[src/rtl/vrr_pkg.sv]
package vrr_pkg;

    localparam int unsigned DEF_ROWS  = 16;
    localparam int unsigned DEF_CNT_W = 8;
    localparam int unsigned DEF_WIN_W = 24;
    localparam int unsigned DEF_DEPTH = 4;

    // Per-row counter control for one cycle
    typedef struct packed {
        logic hit;   // activation addressed to this row
        logic wipe;  // counter returns to zero before the hit is added
    } cnt_op_t;

    // Saturating step: adds one unless already at the ceiling
    function automatic logic [31:0] sat_step(input logic [31:0] cur,
                                             input logic        inc,
                                             input logic [31:0] ceil);
        if (inc && cur < ceil) return cur + 32'd1;
        return cur;
    endfunction

    // Combined neighbour pressure against the limit; limit 0 disables
    function automatic logic at_risk(input logic [31:0] lo,
                                     input logic [31:0] hi,
                                     input logic [31:0] limit);
        if (limit == 32'd0) return 1'b0;
        return (lo + hi) >= limit;
    endfunction

endpackage

[src/rtl/vrr_window_timer.sv]
module vrr_window_timer #(
    parameter int unsigned WIN_W = 24
) (
    input  logic             clk,
    input  logic             rst,
    input  logic [WIN_W-1:0] win_cycles,
    output logic             expire
);
    logic [WIN_W-1:0] tick_q;

    assign expire = ({1'b0, tick_q} + (WIN_W+1)'(1)) >= {1'b0, win_cycles};

    always_ff @(posedge clk) begin
        if (rst)         tick_q <= '0;
        else if (expire) tick_q <= '0;
        else             tick_q <= tick_q + WIN_W'(1);
    end
endmodule

[src/rtl/vrr_count_bank.sv]
module vrr_count_bank
    import vrr_pkg::*;
#(
    parameter int unsigned N     = 16,
    parameter int unsigned ROW_W = 4,
    parameter int unsigned CNT_W = 8
) (
    input  logic               clk,
    input  logic               rst,
    input  logic               act_valid,
    input  logic [ROW_W-1:0]   act_row,
    input  logic               expire,
    input  logic               clr_valid,
    input  logic [ROW_W-1:0]   clr_row,
    output logic [N*CNT_W-1:0] cnt_flat
);
    localparam logic [31:0] CEIL = 32'((64'd1 << CNT_W) - 64'd1);

    for (genvar r = 0; r < N; r++) begin : g_row
        cnt_op_t          op;
        logic [CNT_W-1:0] cnt_q;
        logic [CNT_W-1:0] base;

        always_comb begin
            op.hit  = act_valid && (32'(act_row) == 32'(r));
            op.wipe = expire ||
                      (clr_valid && ((32'(clr_row) + 32'd1 == 32'(r)) ||
                                     (32'(clr_row) == 32'(r) + 32'd1)));
            base    = op.wipe ? '0 : cnt_q;
        end

        always_ff @(posedge clk) begin
            if (rst) cnt_q <= '0;
            else     cnt_q <= CNT_W'(sat_step(32'(base), op.hit, CEIL));
        end

        assign cnt_flat[r*CNT_W +: CNT_W] = cnt_q;
    end
endmodule

[src/rtl/vrr_risk_detect.sv]
module vrr_risk_detect
    import vrr_pkg::*;
#(
    parameter int unsigned N     = 16,
    parameter int unsigned CNT_W = 8
) (
    input  logic [N*CNT_W-1:0] cnt_flat,
    input  logic [CNT_W-1:0]   limit,
    output logic [N-1:0]       risk
);
    for (genvar v = 0; v < N; v++) begin : g_vic
        logic [CNT_W-1:0] lo_cnt, hi_cnt;
        if (v > 0) begin : g_lo
            assign lo_cnt = cnt_flat[(v-1)*CNT_W +: CNT_W];
        end else begin : g_lo0
            assign lo_cnt = '0;
        end
        if (v < N-1) begin : g_hi
            assign hi_cnt = cnt_flat[(v+1)*CNT_W +: CNT_W];
        end else begin : g_hi0
            assign hi_cnt = '0;
        end
        assign risk[v] = at_risk(32'(lo_cnt), 32'(hi_cnt), 32'(limit));
    end
endmodule

[src/rtl/vrr_req_queue.sv]
module vrr_req_queue #(
    parameter int unsigned N     = 16,
    parameter int unsigned ROW_W = 4,
    parameter int unsigned DEPTH = 4,
    parameter int unsigned OCC_W = 3
) (
    input  logic             clk,
    input  logic             rst,
    input  logic [N-1:0]     risk,
    input  logic             ready,
    output logic             valid,
    output logic [ROW_W-1:0] head_row,
    output logic [N-1:0]     inq,
    output logic             push,
    output logic [OCC_W-1:0] occ
);
    localparam int unsigned PTR_W = (DEPTH > 1) ? $clog2(DEPTH) : 1;

    logic [ROW_W-1:0] mem [DEPTH];
    logic [PTR_W-1:0] wr_ptr, rd_ptr;
    logic [N-1:0]     cand;
    logic [ROW_W-1:0] pick;
    logic             pop;

    function automatic logic [PTR_W-1:0] ptr_next(input logic [PTR_W-1:0] p);
        return (32'(p) == DEPTH - 1) ? '0 : p + PTR_W'(1);
    endfunction

    // Lowest numbered row at risk and not yet waiting
    always_comb begin
        cand = risk & ~inq;
        pick = '0;
        for (int v = N - 1; v >= 0; v--) begin
            if (cand[v]) pick = ROW_W'(v);
        end
    end

    assign valid    = (occ != '0);
    assign head_row = mem[rd_ptr];
    assign pop      = valid && ready;
    assign push     = (|cand) && (32'(occ) < DEPTH);

    always_ff @(posedge clk) begin
        if (rst) begin
            wr_ptr <= '0;
            rd_ptr <= '0;
            occ    <= '0;
            inq    <= '0;
            for (int i = 0; i < DEPTH; i++) mem[i] <= '0;
        end else begin
            if (push) begin
                mem[wr_ptr] <= pick;
                wr_ptr      <= ptr_next(wr_ptr);
                inq[pick]   <= 1'b1;
            end
            if (pop) begin
                rd_ptr        <= ptr_next(rd_ptr);
                inq[head_row] <= 1'b0;
            end
            occ <= occ + OCC_W'(push) - OCC_W'(pop);
        end
    end
endmodule

[src/rtl/victim_row_refresher.sv]
module victim_row_refresher
    import vrr_pkg::*;
#(
    parameter int unsigned N     = DEF_ROWS,
    parameter int unsigned CNT_W = DEF_CNT_W,
    parameter int unsigned WIN_W = DEF_WIN_W,
    parameter int unsigned DEPTH = DEF_DEPTH,
    localparam int unsigned ROW_W = $clog2(N)
) (
    input  logic             clk,
    input  logic             rst,
    input  logic             act_valid,
    input  logic [ROW_W-1:0] act_row,
    input  logic [CNT_W-1:0] act_limit,
    input  logic [WIN_W-1:0] win_cycles,
    output logic             ref_valid,
    output logic [ROW_W-1:0] ref_row,
    input  logic             ref_ready
);
    localparam int unsigned OCC_W = $clog2(DEPTH + 1);

    logic               win_expire;
    logic [N*CNT_W-1:0] cnt_flat;
    logic [N-1:0]       risk;
    logic [N-1:0]       q_inq;
    logic               q_push;
    logic [OCC_W-1:0]   q_occ;

    vrr_window_timer #(.WIN_W(WIN_W)) u_timer (
        .clk(clk), .rst(rst), .win_cycles(win_cycles), .expire(win_expire)
    );

    vrr_count_bank #(.N(N), .ROW_W(ROW_W), .CNT_W(CNT_W)) u_bank (
        .clk(clk), .rst(rst), .act_valid(act_valid), .act_row(act_row),
        .expire(win_expire), .clr_valid(ref_valid && ref_ready),
        .clr_row(ref_row), .cnt_flat(cnt_flat)
    );

    vrr_risk_detect #(.N(N), .CNT_W(CNT_W)) u_risk (
        .cnt_flat(cnt_flat), .limit(act_limit), .risk(risk)
    );

    vrr_req_queue #(.N(N), .ROW_W(ROW_W), .DEPTH(DEPTH), .OCC_W(OCC_W)) u_queue (
        .clk(clk), .rst(rst), .risk(risk), .ready(ref_ready),
        .valid(ref_valid), .head_row(ref_row), .inq(q_inq),
        .push(q_push), .occ(q_occ)
    );
endmodule

[config.mk]
export PLATFORM = sky130hd
export DESIGN_NAME = victim_row_refresher
export DESIGN_NICKNAME = d
export VERILOG_FILES = /design/src/rtl/vrr_pkg.sv /design/src/rtl/vrr_window_timer.sv /design/src/rtl/vrr_count_bank.sv /design/src/rtl/vrr_risk_detect.sv /design/src/rtl/vrr_req_queue.sv /design/src/rtl/victim_row_refresher.sv
export SDC_FILE = /design/constraint.sdc
export NUM_CORES = 1
export LEC_CHECK = 0
export BUFFER_PORTS_ARGS = -buffer_cell sky130_fd_sc_hd__buf_2
export CAP_MARGIN = 0
export CORE_ASPECT_RATIO = 0.7
export CORE_MARGIN = 10
export CORE_UTILIZATION = 55
export DETAILED_ROUTE_END_ITERATION = 10
export HOLD_SLACK_MARGIN = 0.15
export PLACE_DENSITY = 0.72
export SLEW_MARGIN = 20
export SYNTH_ARGS = -nofsm -noshare
export SYNTH_HDL_FRONTEND = slang
export SYNTH_HIERARCHICAL = 1
export SYNTH_SLANG_ARGS = --single-unit
export TNS_END_PERCENT = 10
[constraint.sdc]
create_clock -name clk -period 16.75 [get_ports clk]
set_input_delay 0.8375 -clock clk [delete_from_list [all_inputs] [get_ports clk]]
set_output_delay 0.8375 -clock clk [all_outputs]
set_load 0.02 [all_outputs]
* Yosys cells after proc, flatten, opt, wreduce, memory -nomap -nowiden
Memories as Yosys holds them, arrays and structs flattened. A register that Yosys moved wholly into a read port is not among the register bits. Cells that the tools add are included.
Word-level totals: bits in registers 175, latch bits 0, memory bits (writable) 16, bits in read-only memories 0, memories 1
Memories:
- u_queue.mem | depth 4, bits a word 4, read ports 1, clocked after memory_dff 1, write ports 4, line vrr_req_queue.sv:19 | logic [ROW_W-1:0] mem [DEPTH];
Cells by class: add/sub/neg operators 37, $mul 0, div/mod/pow operators 0, order comparisons 38, equality and inequality tests 47, shifts and indexed selects 0, multiplexer cells 133, bitwise logic cells 5, reduce and logical (&&, ||, !) cells 90
Operators by type and width (count):
- >= comparator 32 x 8 -> 1 bit | 14
- 2-to-1 mux 8 bit | 48
- equality test 32 x 4 -> 1 bit, second input constant | 8
- adder 8 x 1 -> 8 bit, second input constant | 16
- equality test 32 x 3 -> 1 bit, second input constant | 4
- less-than comparator 8 bit, second input constant | 16
- adder 8 x 8 -> 9 bit | 14
- 2-to-1 mux 4 bit | 17
- equality test 32 x 2 -> 1 bit, second input constant | 2
- equality test 4 bit, second input constant | 16
- 2-to-1 mux 1 bit | 58
- logical AND 1 bit | 52
- 2-to-1 mux 16 bit | 3
- bitwise AND 16 bit | 2
- equality test 32 x 1 -> 1 bit, second input constant | 1
- equality test 4 x 3 -> 1 bit, second input constant | 8
- logical NOT 32 bit | 1
- NOT 16 bit | 2
- logical OR 1 bit | 31
- adder 24 x 1 -> 25 bit, second input constant | 1
- >= comparator 25 x 24 -> 1 bit | 1
- adder 24 x 1 -> 24 bit, second input constant | 1
- equality test 4 x 2 -> 1 bit, second input constant | 4
- >= comparator 8 bit | 2
- other kinds (18) | 28

* Logic depth before layout (Yosys ltp)
Gate-level depths: netlist (run 1).
word-level depth 29, gate-level depth with buffers 23, gate-level depth less buffers 22

* Modules after synthesis
The synthesis (run 1) kept the hierarchy.
By module, submodules not included:
- vrr_count_bank | times used 1, cells an instance 873, area each 7041.8 sq um, seq. area each 2562.5 sq um
- vrr_risk_detect | times used 1, cells an instance 855, area each 6851.6 sq um, seq. area each 0.0 sq um
- vrr_req_queue | times used 1, cells an instance 216, area each 2282.2 sq um, seq. area each 980.9 sq um
- vrr_window_timer | times used 1, cells an instance 246, area each 2006.9 sq um, seq. area each 480.5 sq um
- victim_row_refresher | times used 1, cells an instance 1, area each 6.3 sq um, seq. area each 0.0 sq um

* Least setup slack after synthesis (run 1)
OpenSTA, ideal clock, no wires.
path kind reg2reg, start register u_timer.tick_q[0], end register u_bank.g_row[11].cnt_q[5], library setup time 0.117 ns, arrival 5.197 ns, setup slack 11.437 ns, cell stages (with the launch flop) 22, buffers on the path 4, cells stage by stage dfxtp_1 > ha_1 > nand2_2 > or4_1 > buf_6 > o31a_2 > or2_1 > ha_1 > a21o_1 > a21oi_1 > o31ai_4 > or3_1 > buf_2 > buf_6 > buf_2 > a311oi_1 > ha_1 > nand3_1 > or4_1 > nand4_1 > xor2_1 > nor2_1
On the way: word-level cells in the longest chain between the ends 9, elaborated cells on any way between the ends 11
RTL lines:
- from (decl) | line vrr_window_timer.sv:9 | logic [WIN_W-1:0] tick_q;
- from (signal assigned) | line vrr_window_timer.sv:16 | else tick_q <= tick_q + WIN_W'(1);
- adder 24 x 1 -> 25 bit * | line vrr_window_timer.sv:11 | assign expire = ({1'b0, tick_q} + (WIN_W+1)'(1)) >= {1'b0, win_cycles};
- >= comparator 25 x 24 -> 1 bit * | line vrr_window_timer.sv:11
- via win_expire | line victim_row_refresher.sv:22 | logic win_expire;
- logical OR 1 bit * | line vrr_count_bank.sv:26 | op.wipe = expire ||
- 2-to-1 mux 8 bit * | line vrr_count_bank.sv:29 | base = op.wipe ? '0 : cnt_q;
- less-than comparator 8 bit | line vrr_pkg.sv:18 | if (inc && cur < ceil) return cur + 32'd1;
- logical AND 1 bit | line vrr_pkg.sv:18
- 2-to-1 mux 1 bit | line vrr_pkg.sv:18
- 2-to-1 mux 1 bit | line vrr_count_bank.sv:33 | if (rst) cnt_q <= '0;
- 2-to-1 mux 8 bit * | line vrr_pkg.sv:19 | return cur;
- to (signal assigned) | line vrr_count_bank.sv:34 | else cnt_q <= CNT_W'(sat_step(32'(base), op.hit, CEIL));
- to (decl) | line vrr_count_bank.sv:21 | logic [CNT_W-1:0] cnt_q;
The timed path passes the listed nets; every way through them passes the cells marked *. The select of a mux whose other input is x is not followed. A chain may end at the register's enable or synchronous reset.

* Worst setup path in the final report (run 1)
start register u_timer.tick_q[3], end register u_bank.g_row[2].cnt_q[0]
On the way: word-level cells in the longest chain between the ends 9, elaborated cells on any way between the ends 11
RTL lines (line):
- adder 24 x 1 -> 25 bit * | vrr_window_timer.sv:11
- >= comparator 25 x 24 -> 1 bit * | vrr_window_timer.sv:11
- via win_expire | victim_row_refresher.sv:22
- logical OR 1 bit * | vrr_count_bank.sv:26
- 2-to-1 mux 8 bit * | vrr_count_bank.sv:29
- less-than comparator 8 bit | vrr_pkg.sv:18
- logical AND 1 bit | vrr_pkg.sv:18
- 2-to-1 mux 1 bit | vrr_pkg.sv:18
- 2-to-1 mux 1 bit | vrr_count_bank.sv:33
- 2-to-1 mux 8 bit * | vrr_pkg.sv:19
- to (signal assigned) | vrr_count_bank.sv:34
- to (decl) | vrr_count_bank.sv:21
Marks and branches as above.

==> run metrics, run 1 <==
die area=40860 sq um; core area=32480 sq um; top cells by area, synth=ha_1 (20%), dfxtp_1 (19%), xnor2_1 (5.1%); Remaining DRCs=0; Total Routing Usage GR=25.29%; max-capacitance violation count=0; area delta synth->final=7.058%; clock buffer depth=2; Final min period=6373 ps; worst min path class=flop to flop; number of synthesized flops with an enable pin=16; initial antenna violation count=1; WL final=52.55 mm; worst reg2reg path startpoint=u_timer/tick_q[3]$_SDFF_PP0_; CP Launch Point=u_timer/tick_q[3]$_SDFF_PP0_; Top FF cell, synth=dfxtp_1; share of cells above drive strength 1=7.847%; Cells after Synth=2191; CP Launch Type=flop; most common cell after layout, fill and taps aside=ha_1; Hold Buf Count CTS=0; post-detail-place hpwl=38.65 mm; Slew HR=27.11%; GP Congestion=0.9340; CTS clock-pin slew for the worst setup and hold paths=70 ps; slew at the pin closest to its max-slew limit=1088 ps; Worst Min Path Start=u_queue/inq[4]$_SDFF_PP0_; worst-skew pair later-pin latency=460 ps; Placed Cells=2638; Setup Fix Bufs, Post-CTS=0; cell accounting for the most synthesized area=ha_1; commonest cells after routing, fill and taps aside=ha_1 (285), nor2_1 (213), dfxtp_1 (177); starting density of the core=56.00%; Hold Path Sink=u_queue/inq[4]$_SDFF_PP0_; first-pass GRT wire length=83.34 mm; antenna-violating nets left=0; Num CTS Buffers=17; Layout Cells excl Fill=2670; Yosys reg bits=193; Final TNS setup=0 ps; DR pass1 iterations=5; fraction of registers with async set/reset=0%; P per Cell Area=57.74 nW/um^2; vias in the first global route=15710; total gr overflow=0; status=completed; pre-CTS WS=10500 ps; Crit Path Category=flop to flop; worst reg-to-reg path cell count=20; H-tree levels=4; CP Data Required Time=17070 ps; Worst Skew=9.327 ps; vias per cell=6.322; Crit Reg-Reg Endpoint=u_bank/g_row[2].cnt_q[0]$_SDFF_PP0_; Max FO, Critical Path=29; DR WL/cell=19.68 um; Slew Limit Fails=0; Rows=55; post-synth net total=2531; Fin. Hold Viols=0; RSZ-0062 raised after global routing=no; hold_ws=485.0 ps; I/O Buffers=44; final net count=2570; # diodes=0; post-layout worst setup margin=10380 ps; Vias=16880; top-level I/O count=45; critical path arrival=6690 ps; Yosys warning count=6; TritonCTS clock tree=yes; Final Cycle Share=38.05%; Max Freq=0.1569 GHz; initial drt markers=1785; Die H=172.2 um; final setup vio count=0; PostCTS Resize Cnt=0; mapped cell area=18190 sq um; clock sink count=193; Leakage=8.394 nW; peak supply drop=0.00006785 V; CP endpoint kind=flop; Root Driver=clkbuf_16; share of Yosys cell area claimed by the top area cell type=19.61%; setup slack, reg-to-reg=10380 ps; Die X=237.4 um; syn_area_per_cell=8.302 sq um; pin count of the biggest net entering global routing=57; Unique masters post-synth=107; Seq/Total Area, Yosys=22.12%; Hold Crit Depth=2
Yosys cell counts, drive strengths merged (12+ instances only):
master and instances:
or3 12, clkbuf 20, nor3 59, a21o 26, xor2 56, nand2 150
and4 14, nand4 44, ha 285, edfxtp 16, nand3 104, o21bai 12
a21oi 127, and3 36, nor2b 51, inv 129, or2 16, a31oi 32
o21ai 83, dfxtp 177, xnor2 105, and2 46, o211ai 20, o31a 24
o21a 35, nand2b 32, nor2 218, fa 15, a211oi 52, nor4 41
buf 21
per-layer routing:
layer | up-vias | GRT usage (%) | wire, um
met5 | - | 0 | 13
li1 | 8121 | - | -
met1 | 7964 | 34.01 | 24070
met4 | 2 | 9.058 | 1398
met2 | 692 | 38.96 | 22420
met3 | 101 | 5.868 | 4641
cell type report:
cell class                      count  area [sq um]
Sequential cell                   193          4024
Multi-Input combinational cell   1827         13470
Fill cell                        2907         13010
Inverter                          130         488.0
Clock buffer                       20         456.7
Timing Repair Buffer               61         350.3
Tap cell                          427         534.3
Clock inverter                     12         153.9
cells by family after synthesis:
kind of cell	synth area share, %
XOR/XNOR	7.753
buffers and inverters	3.928
adder cells (fa/ha/maj)	21.26
flip-flops	22.12
multiplexers	1.183
AO/OA/AOI/OAI	18.33
AND/OR/NAND/NOR	25.42
per-stage QoR:
step	utilization [%]	power, mW	instance area [sq um]
after global placement	58.05	0.6812	18860
final	59.95	1.124	19470
after CTS	59.93	1.126	19470
after detailed placement	58.05	0.6865	18860
after global routing	59.95	1.166	19470
after floorplan	-	0.6210	18190
report_power, final:
group | internal, mW | total [mW] | switching (mW)
clock network | 0.244 | 0.443 | 0.199
registers | 0.474 | 0.485 | 0.0112
logic | 0.0614 | 0.197 | 0.136
total | 0.779 | 1.12 | 0.346
flip-flops by register name, summed over array words and instances (netlist names), named ones only:
register	flops
u_queue/occ	3
u_timer/tick_q	24
u_queue/rd_ptr	2
u_bank/g_row.cnt_q	128
u_queue/mem	16
u_queue/wr_ptr	2
u_queue/inq	16
worst max path at each step:
stage / endpoint / slack [ps] / cells after the start
floorplan: u_bank/g_row[11].cnt_q[5]$_SDFF_PP0_ / 11440 / 21
global placement: u_bank/g_row[2].cnt_q[2]$_SDFF_PP0_ / 10750 / 20
detailed placement: u_bank/g_row[2].cnt_q[2]$_SDFF_PP0_ / 10500 / 20
CTS: u_bank/g_row[2].cnt_q[0]$_SDFF_PP0_ / 10480 / 20
global route: u_bank/g_row[2].cnt_q[0]$_SDFF_PP0_ / 9990 / 20
finish: u_bank/g_row[2].cnt_q[0]$_SDFF_PP0_ / 10380 / 20
worst max-delay path, stage by stage (launching register included):
cell and delay, ps:
dfxtp_1 400, nand4_1 370, or4_1 820, o31a_2 410
or2_1 240, ha_1 310, a21oi_1 120, o21ai_0 110
a211oi_1 240, nor3_2 70, buf_4 230, or3_1 390
buf_4 260, a31oi_1 770, and2_1 280, ha_1 220
and4_1 250, and4_1 310, a21oi_1 110, xnor2_1 230
nor2_1 60
Note: power is estimated with default switching activity, not from simulation.
==> run 2, diff against run 1 <==
--- a/config.mk
+++ b/config.mk
@@ -5,6 +5,7 @@
 export SDC_FILE = /design/constraint.sdc
 export NUM_CORES = 1
 export LEC_CHECK = 0
+export ABC_AREA = 1
 export BUFFER_PORTS_ARGS = -buffer_cell sky130_fd_sc_hd__buf_2
 export CAP_MARGIN = 0
 export CORE_ASPECT_RATIO = 0.7
@@ -12,7 +13,7 @@
 export CORE_UTILIZATION = 55
 export DETAILED_ROUTE_END_ITERATION = 10
 export HOLD_SLACK_MARGIN = 0.15
-export PLACE_DENSITY = 0.72
+export PLACE_DENSITY = 0.74
 export SLEW_MARGIN = 20
 export SYNTH_ARGS = -nofsm -noshare
 export SYNTH_HDL_FRONTEND = slang
==> constraint.sdc (replaced) <==
create_clock -name clk -period 5.8 [get_ports clk]
set_input_delay 0.29 -clock clk [delete_from_list [all_inputs] [get_ports clk]]
set_output_delay 0.29 -clock clk [all_outputs]
set_load 0.02 [all_outputs]
==> run metrics, run 2 <==
max reg flops=128 (unchanged); post-synth net total=3424 (was 2531); Slew Limit Fails=0 (unchanged); Final min period=5218 ps (was 6373 ps); pre-CTS WS=443.2 ps (was 10500 ps); Psw=1.251 mW (was 345.6 uW); Seq/Total Area, Yosys=19.78% (was 22.12%); Root Driver=clkbuf_16 (unchanged); Final Cycle Share=89.96% (was 38.05%); Final TNS setup=0 ps (unchanged); fraction of registers with async set/reset=0% (unchanged); clock buffer depth=2 (unchanged); CP Capture Point=u_bank/g_row[12].cnt_q[3]$_SDFF_PP0_ (was u_bank/g_row[2].cnt_q[0]$_SDFF_PP0_); post-layout worst setup margin=582.4 ps (was 10380 ps); first-pass GRT wire length=92.05 mm (was 83.34 mm); Slew HR=30.78% (was 27.11%); Crit Reg-Reg Endpoint=u_bank/g_row[12].cnt_q[3]$_SDFF_PP0_ (was u_bank/g_row[2].cnt_q[0]$_SDFF_PP0_); Placed Cells=3588 (was 2638); Switching Share=36.62% (was 30.74%); Setup Fix Bufs, Post-CTS=0 (unchanged); Max Freq=0.1917 GHz (was 0.1569 GHz); starting density of the core=56.18% (was 56.00%); PostCTS Resize Cnt=0 (unchanged); worst-skew pair later-pin latency=470 ps (was 460 ps); mapped cell area=20350 sq um (was 18190 sq um); worst reg2reg path startpoint=u_timer/tick_q[0]$_SDFF_PP0_ (was u_timer/tick_q[3]$_SDFF_PP0_); total gr overflow=0 (unchanged); vias per cell=5.558 (was 6.322); worst reg-to-reg path cell count=26 (was 20); initial antenna violation count=0 (was 1); RSZ-0062 raised after global routing=no (unchanged); Largest regs=u_bank/g_row.cnt_q (128), u_timer/tick_q (24) (unchanged); Cells after Synth=3084 (was 2191); Yosys reg bits=193 (unchanged); DR WL/cell=15.52 um (was 19.68 um); CTS clock-pin slew for the worst setup and hold paths=80 ps (was 70 ps); I/O Buffers=44 (unchanged); Vias=20120 (was 16880); Leakage=11.34 nW (was 8.394 nW); GP Congestion=0.9193 (was 0.9340); TritonCTS clock tree=yes (unchanged); syn_area_per_cell=6.597 sq um (was 8.302 sq um); Top FF cell, synth=dfxtp_1 (unchanged); Layout Cells excl Fill=3620 (was 2670); CP Data Required Time=6190 ps (was 17070 ps); # diodes=0 (unchanged); vias in the first global route=18710 (was 15710); Hold Buf Count CTS=0 (unchanged); Crit Path Category=flop to flop (unchanged); slew at the pin closest to its max-slew limit=1037 ps (was 1088 ps); DR pass1 iterations=6 (was 5); clock sink count=193 (unchanged); top cells by area, synth=ha_1 (18%), dfxtp_1 (17%), nand2_1 (14%) (was ha_1 (20%), dfxtp_1 (19%), xnor2_1 (5.1%)); Die X=249.9 um (was 237.4 um); P per Cell Area=157.9 nW/um^2 (was 57.74 nW/um^2); WL final=56.17 mm (was 52.55 mm); max-capacitance violation count=0 (unchanged); cell internal pwr=2.165 mW (was 778.7 uW); Max FO, Critical Path=64 (was 29); CP Launch Point=u_timer/tick_q[0]$_SDFF_PP0_ (was u_timer/tick_q[3]$_SDFF_PP0_); Fin. Hold Viols=0 (unchanged); antenna-violating nets left=0 (unchanged); critical path arrival=5610 ps (was 6690 ps); Total Routing Usage GR=24.15% (was 25.29%); share of Yosys cell area claimed by the top area cell type=17.53% (was 19.61%); worst min path class=primary input to flop (was flop to flop); Rows=58 (was 55); final net count=3467 (was 2570); Yosys warning count=6 (unchanged); share of total power in the clock network=34.9% (was 39.4%); Remaining DRCs=0 (unchanged); Worst path max stage delay=500 ps (was 820 ps); Die H=180.9 um (was 172.2 um); largest register by flop count=u_bank/g_row.cnt_q (unchanged); initial drt markers=1836 (was 1785); CP Launch Type=flop (unchanged); Worst Skew=17.41 ps (was 9.327 ps); CP endpoint kind=flop (unchanged); peak supply drop=0.0001931 V (was 0.00006785 V); Reg power frac=41.2% (was 43.1%); commonest cells after routing, fill and taps aside=nand2_1 (733), inv_1 (490), nor2_1 (311) (was ha_1 (285), nor2_1 (213), dfxtp_1 (177)); count leader, synth=nand2_1 (was ha_1); number of synthesized flops with an enable pin=16 (unchanged); most common cell after layout, fill and taps aside=nand2_1 (was ha_1); post-detail-place hpwl=43.09 mm (was 38.65 mm); most common library cells after synthesis=nand2_1 (733), inv_1 (491), nor2_1 (311) (was ha_1 (285), nor2_1 (213), dfxtp_1 (177)); die area=45210 sq um (was 40860 sq um); final setup vio count=0 (unchanged); top-level I/O count=45 (unchanged); Num CTS Buffers=17 (unchanged); pin count of the biggest net entering global routing=65 (was 57); most frequent CP cell=nand2_1; H-tree levels=4 (unchanged); status=completed (unchanged); core area=36210 sq um (was 32480 sq um); Comb power frac=24.0% (was 17.5%); share of cells above drive strength 1=9.459% (was 7.847%); Critical-path top delay cell=bufinv_16 (was or4_1); setup slack, reg-to-reg=580 ps (was 10380 ps); cell accounting for the most synthesized area=ha_1 (unchanged); Unique masters post-synth=57 (was 107); area delta synth->final=6.316% (was 7.058%)
[run 2: metal layers]
metal	part of all wire, %	GRT usage [%]	up-vias	routed length [um]
li1	-	-	10040	-
met1	47	33.66	9184	26470
met2	43	37.52	808	24040
met3	7.9	3.488	87	4410
met4	2.2	7.594	0	1254
met5	0	0	-	0
[run 2: worst min-delay path by stage]
stage	from	end	cells past startpoint
finish	ref_ready	u_queue/rd_ptr[1]$_SDFFE_PP0P_	4
global route	act_row[0]	u_bank/g_row[11].cnt_q[4]$_SDFF_PP0_	5
CTS	act_valid	u_bank/g_row[14].cnt_q[6]$_SDFF_PP0_	5
detailed placement	u_queue/inq[14]$_SDFF_PP0_	u_queue/inq[14]$_SDFF_PP0_	2
global placement	u_queue/inq[14]$_SDFF_PP0_	u_queue/inq[14]$_SDFF_PP0_	2
floorplan	rst	u_queue/occ[1]$_SDFF_PP0_	1
[run 2: cells by family after synthesis]
| family | count (synthesis) | share of synthesized area (%) |
|---|---|---|
| and+or+nand+nor | 1520 | 34.27 |
| AOI/OAI and AO/OA | 382 | 10.49 |
| DFF | 193 | 19.78 |
| xor gates and xnor gates | 133 | 5.725 |
| adders and majority gates | 300 | 19.00 |
| buffers and inverters | 556 | 10.74 |
[run 2: critical path: cells and delay by family (launching register included)]
family | cells | cell delay, ps
AOI/OAI and AO/OA | 3 | 430
and+or+nand+nor | 16 | 2460
DFF | 1 | 480
adders and majority gates | 3 | 810
buffers and inverters | 3 | 650
xor gates and xnor gates | 1 | 300
[run 2: final cells by class]
| type | instances | area (sq um) |
|---|---|---|
| Timing Repair Buffer | 51 | 272.8 |
| Sequential cell | 193 | 4024 |
| Tap cell | 480 | 600.6 |
| Clock inverter | 13 | 120.1 |
| Fill cell | 3329 | 14580 |
| Multi-Input combinational cell | 2335 | 14140 |
| Clock buffer | 19 | 442.9 |
| Inverter | 529 | 2034 |
[run 2: power groups by stage]
stage / combinational (mW) / clock (mW) / sequential [mW]
floorplan: 0.576 / 0 / 1.42
global placement: 0.786 / 0 / 1.44
detailed placement: 0.804 / 0 / 1.44
CTS: 0.808 / 1.21 / 1.41
global route: 0.899 / 1.27 / 1.41
finish: 0.819 / 1.19 / 1.41
[run 2: per-stage QoR]
step           power (mW)  utilization, %  hold slack (ps)  instance area [sq um]
2_1_floorplan       1.998               -            356.7                  20350
3_3_place_gp        2.222           58.12            434.8                  21050
3_5_place_dp        2.240           58.12            442.2                  21050
4_1_cts             3.427           59.67            365.6                  21610
5_1_grt             3.579           59.73            422.8                  21630
6_report            3.416           59.73            408.6                  21630
==> run 3, diff against run 2 <==
--- a/config.mk
+++ b/config.mk
@@ -6,15 +6,17 @@
 export NUM_CORES = 1
 export LEC_CHECK = 0
 export ABC_AREA = 1
+export ABC_CLOCK_PERIOD_IN_PS = 5800
 export BUFFER_PORTS_ARGS = -buffer_cell sky130_fd_sc_hd__buf_2
 export CAP_MARGIN = 0
+export CELL_PAD_IN_SITES_DETAIL_PLACEMENT = 0
+export CELL_PAD_IN_SITES_GLOBAL_PLACEMENT = 2
 export CORE_ASPECT_RATIO = 0.7
 export CORE_MARGIN = 10
-export CORE_UTILIZATION = 55
+export CORE_UTILIZATION = 33
 export DETAILED_ROUTE_END_ITERATION = 10
 export HOLD_SLACK_MARGIN = 0.15
-export PLACE_DENSITY = 0.74
-export SLEW_MARGIN = 20
+export PLACE_DENSITY_LB_ADDON = 0.1
 export SYNTH_ARGS = -nofsm -noshare
 export SYNTH_HDL_FRONTEND = slang
 export SYNTH_HIERARCHICAL = 1
==> run metrics, run 3 (synthesized netlist as in run 2, its figures left out) <==
Critical-path top delay cell=dfxtp_1 (was bufinv_16); TritonCTS clock tree=yes (unchanged); DR pass1 iterations=6 (unchanged); antenna-violating nets left=0 (unchanged); clock buffer depth=2 (unchanged); met3 Use GR=2.981% (was 3.488%); PostCTS Resize Cnt=0 (unchanged); Worst path max stage delay=460 ps (was 500 ps); Total Routing Usage GR=17.64% (was 24.15%); Filler Cells Inserted=6664 (was 3329); Largest regs=u_bank/g_row.cnt_q (128), u_timer/tick_q (24) (unchanged); pre-CTS WS=549.9 ps (was 443.2 ps); Leakage=11.39 nW (was 11.34 nW); die area=72140 sq um (was 45210 sq um); post-detail-place hpwl=50.08 mm (was 43.09 mm); Die H=227.7 um (was 180.9 um); Worst Skew=14.94 ps (was 17.41 ps); worst min path class=primary input to flop (unchanged); met2 GRT Util=24.96% (was 37.52%); initial drt markers=1589 (was 1836); vias in the first global route=17700 (was 18710); share of total power in the clock network=36.5% (was 34.9%); initial antenna violation count=0 (unchanged); Slew Limit Fails=0 (unchanged); DR WL/cell=16.17 um (was 15.52 um); max reg flops=128 (unchanged); Reg power frac=39.5% (was 41.2%); CTS clock-pin slew for the worst setup and hold paths=90 ps (was 80 ps); Final Cycle Share=89.09% (was 89.96%); status=completed (unchanged); pin count of the biggest net entering global routing=51 (was 65); Rows=76 (was 58); largest register by flop count=u_bank/g_row.cnt_q (unchanged); P per Cell Area=160.6 nW/um^2 (was 157.9 nW/um^2); Switching Share=38.78% (was 36.62%); starting density of the core=33.22% (was 56.18%); Setup Fix Bufs, Post-CTS=0 (unchanged); slew at the pin closest to its max-slew limit=1265 ps (was 1037 ps); worst-skew pair later-pin latency=520 ps (was 470 ps); Hold Buf Count CTS=0 (unchanged); met1 usage=27.24% (was 33.66%); top cell family by delay on the critical path=simple AND/OR/NAND/NOR gates (unchanged); cell internal pwr=2.178 mW (was 2.165 mW); Layout Cells excl Fill=3967 (was 3620); Vias=19230 (was 20120); vias per cell=4.848 (was 5.558); H-tree levels=4 (unchanged); Remaining DRCs=0 (unchanged); Final TNS setup=0 ps (unchanged); peak supply drop=0.0002447 V (was 0.0001931 V); Root Driver=clkbuf_16 (unchanged); WL final=64.15 mm (was 56.17 mm); GR peak layer=met1 (was met2); Psw=1.380 mW (was 1.251 mW); post-layout worst setup margin=632.7 ps (was 582.4 ps); total gr overflow=0 (unchanged); CP Launch Type=flop (unchanged); I/O Buffers=44 (unchanged); commonest cells after routing, fill and taps aside=nand2_1 (733), inv_1 (490), nor2_1 (311) (unchanged); Final min period=5167 ps (was 5218 ps); Placed Cells=3935 (was 3588); max-capacitance violation count=0 (unchanged); clock sink count=193 (unchanged); sequential cell area=4024 sq um (unchanged); share of cells above drive strength 1=9.720% (was 9.459%); most common cell after layout, fill and taps aside=nand2_1 (unchanged); Num CTS Buffers=17 (unchanged); Max FO, Critical Path=14 (was 64); Slew HR=15.03% (was 30.78%); critical path arrival=5540 ps (was 5610 ps); Max Freq=0.1935 GHz (was 0.1917 GHz); area delta synth->final=8.892% (was 6.316%); Comb power frac=24.0% (about the same); final net count=3475 (was 3467); CP Data Required Time=6170 ps (was 6190 ps); Die X=316.8 um (was 249.9 um); first-pass GRT wire length=100.7 mm (was 92.05 mm); core area=61240 sq um (was 36210 sq um); RSZ-0062 raised after global routing=no (unchanged); final setup vio count=0 (unchanged); Crit Path Category=flop to flop (unchanged); Fin. Hold Viols=0 (unchanged); buffers and inverters on the worst path=6 (was 3); top-level I/O count=45 (unchanged); Multi-input gate area=14140 sq um (unchanged); hold_ws=284.6 ps (was 408.6 ps); most frequent CP cell=nand2_1 (unchanged); GP Congestion=0.8377 (was 0.9193); # diodes=0 (unchanged); CP endpoint kind=flop (unchanged); Tot Pwr=3.558 mW (was 3.416 mW)
-- run 3: cell type report --
cell class	instances	area share [%]
Tap cell	819	4.625
Sequential cell	193	18.16
Multi-Input combinational cell	2335	63.81
Timing Repair Buffer	59	1.559
Clock buffer	17	1.920
Inverter	529	9.092
Clock inverter	15	0.8358
-- run 3: tightest hold or removal path: cells and delay by family --
family	cells	cell delay, ps
compound gates	1	180
simple gates	2	190
buf+inv	1	100
-- run 3: power groups by stage --
stage | clock [mW] | combinational (mW) | sequential (mW)
6_report | 1.30 | 0.853 | 1.41
5_1_grt | 1.40 | 0.947 | 1.41
3_5_place_dp | 0 | 0.855 | 1.44
3_3_place_gp | 0 | 0.856 | 1.44
4_1_cts | 1.36 | 0.857 | 1.41
2_1_floorplan | 0 | 0.576 | 1.42
-- run 3: worst paths after layout --
check | startpoint | end | slack [ps] | depth (start not counted)
setup reg to reg | u_timer/tick_q[0]$_SDFF_PP0_ | u_bank/g_row[13].cnt_q[5]$_SDFF_PP0_ | 630 | 28
setup / recovery | u_timer/tick_q[0]$_SDFF_PP0_ | u_bank/g_row[13].cnt_q[5]$_SDFF_PP0_ | 630 | 28
hold reg to reg | u_queue/inq[6]$_SDFF_PP0_ | u_queue/inq[6]$_SDFF_PP0_ | 450 | 2
hold / removal | ref_ready | u_queue/rd_ptr[1]$_SDFFE_PP0P_ | 280 | 4
-- run 3: routing by layer --
layer,wire (um),vias to the layer above,part of all wire [%]
met4,566,0,0.88
li1,-,10070,-
met2,25740,364,40
met3,2945,37,4.6
met1,34890,8766,54
met5,0,-,0
-- run 3: metrics by stage --
stage / utilization, % / cell area, sq um
floorplan: - / 20350
global placement: 35.18 / 21540
detailed placement: 35.18 / 21540
CTS: 36.18 / 22160
global route: 36.18 / 22160
finish: 36.18 / 22160
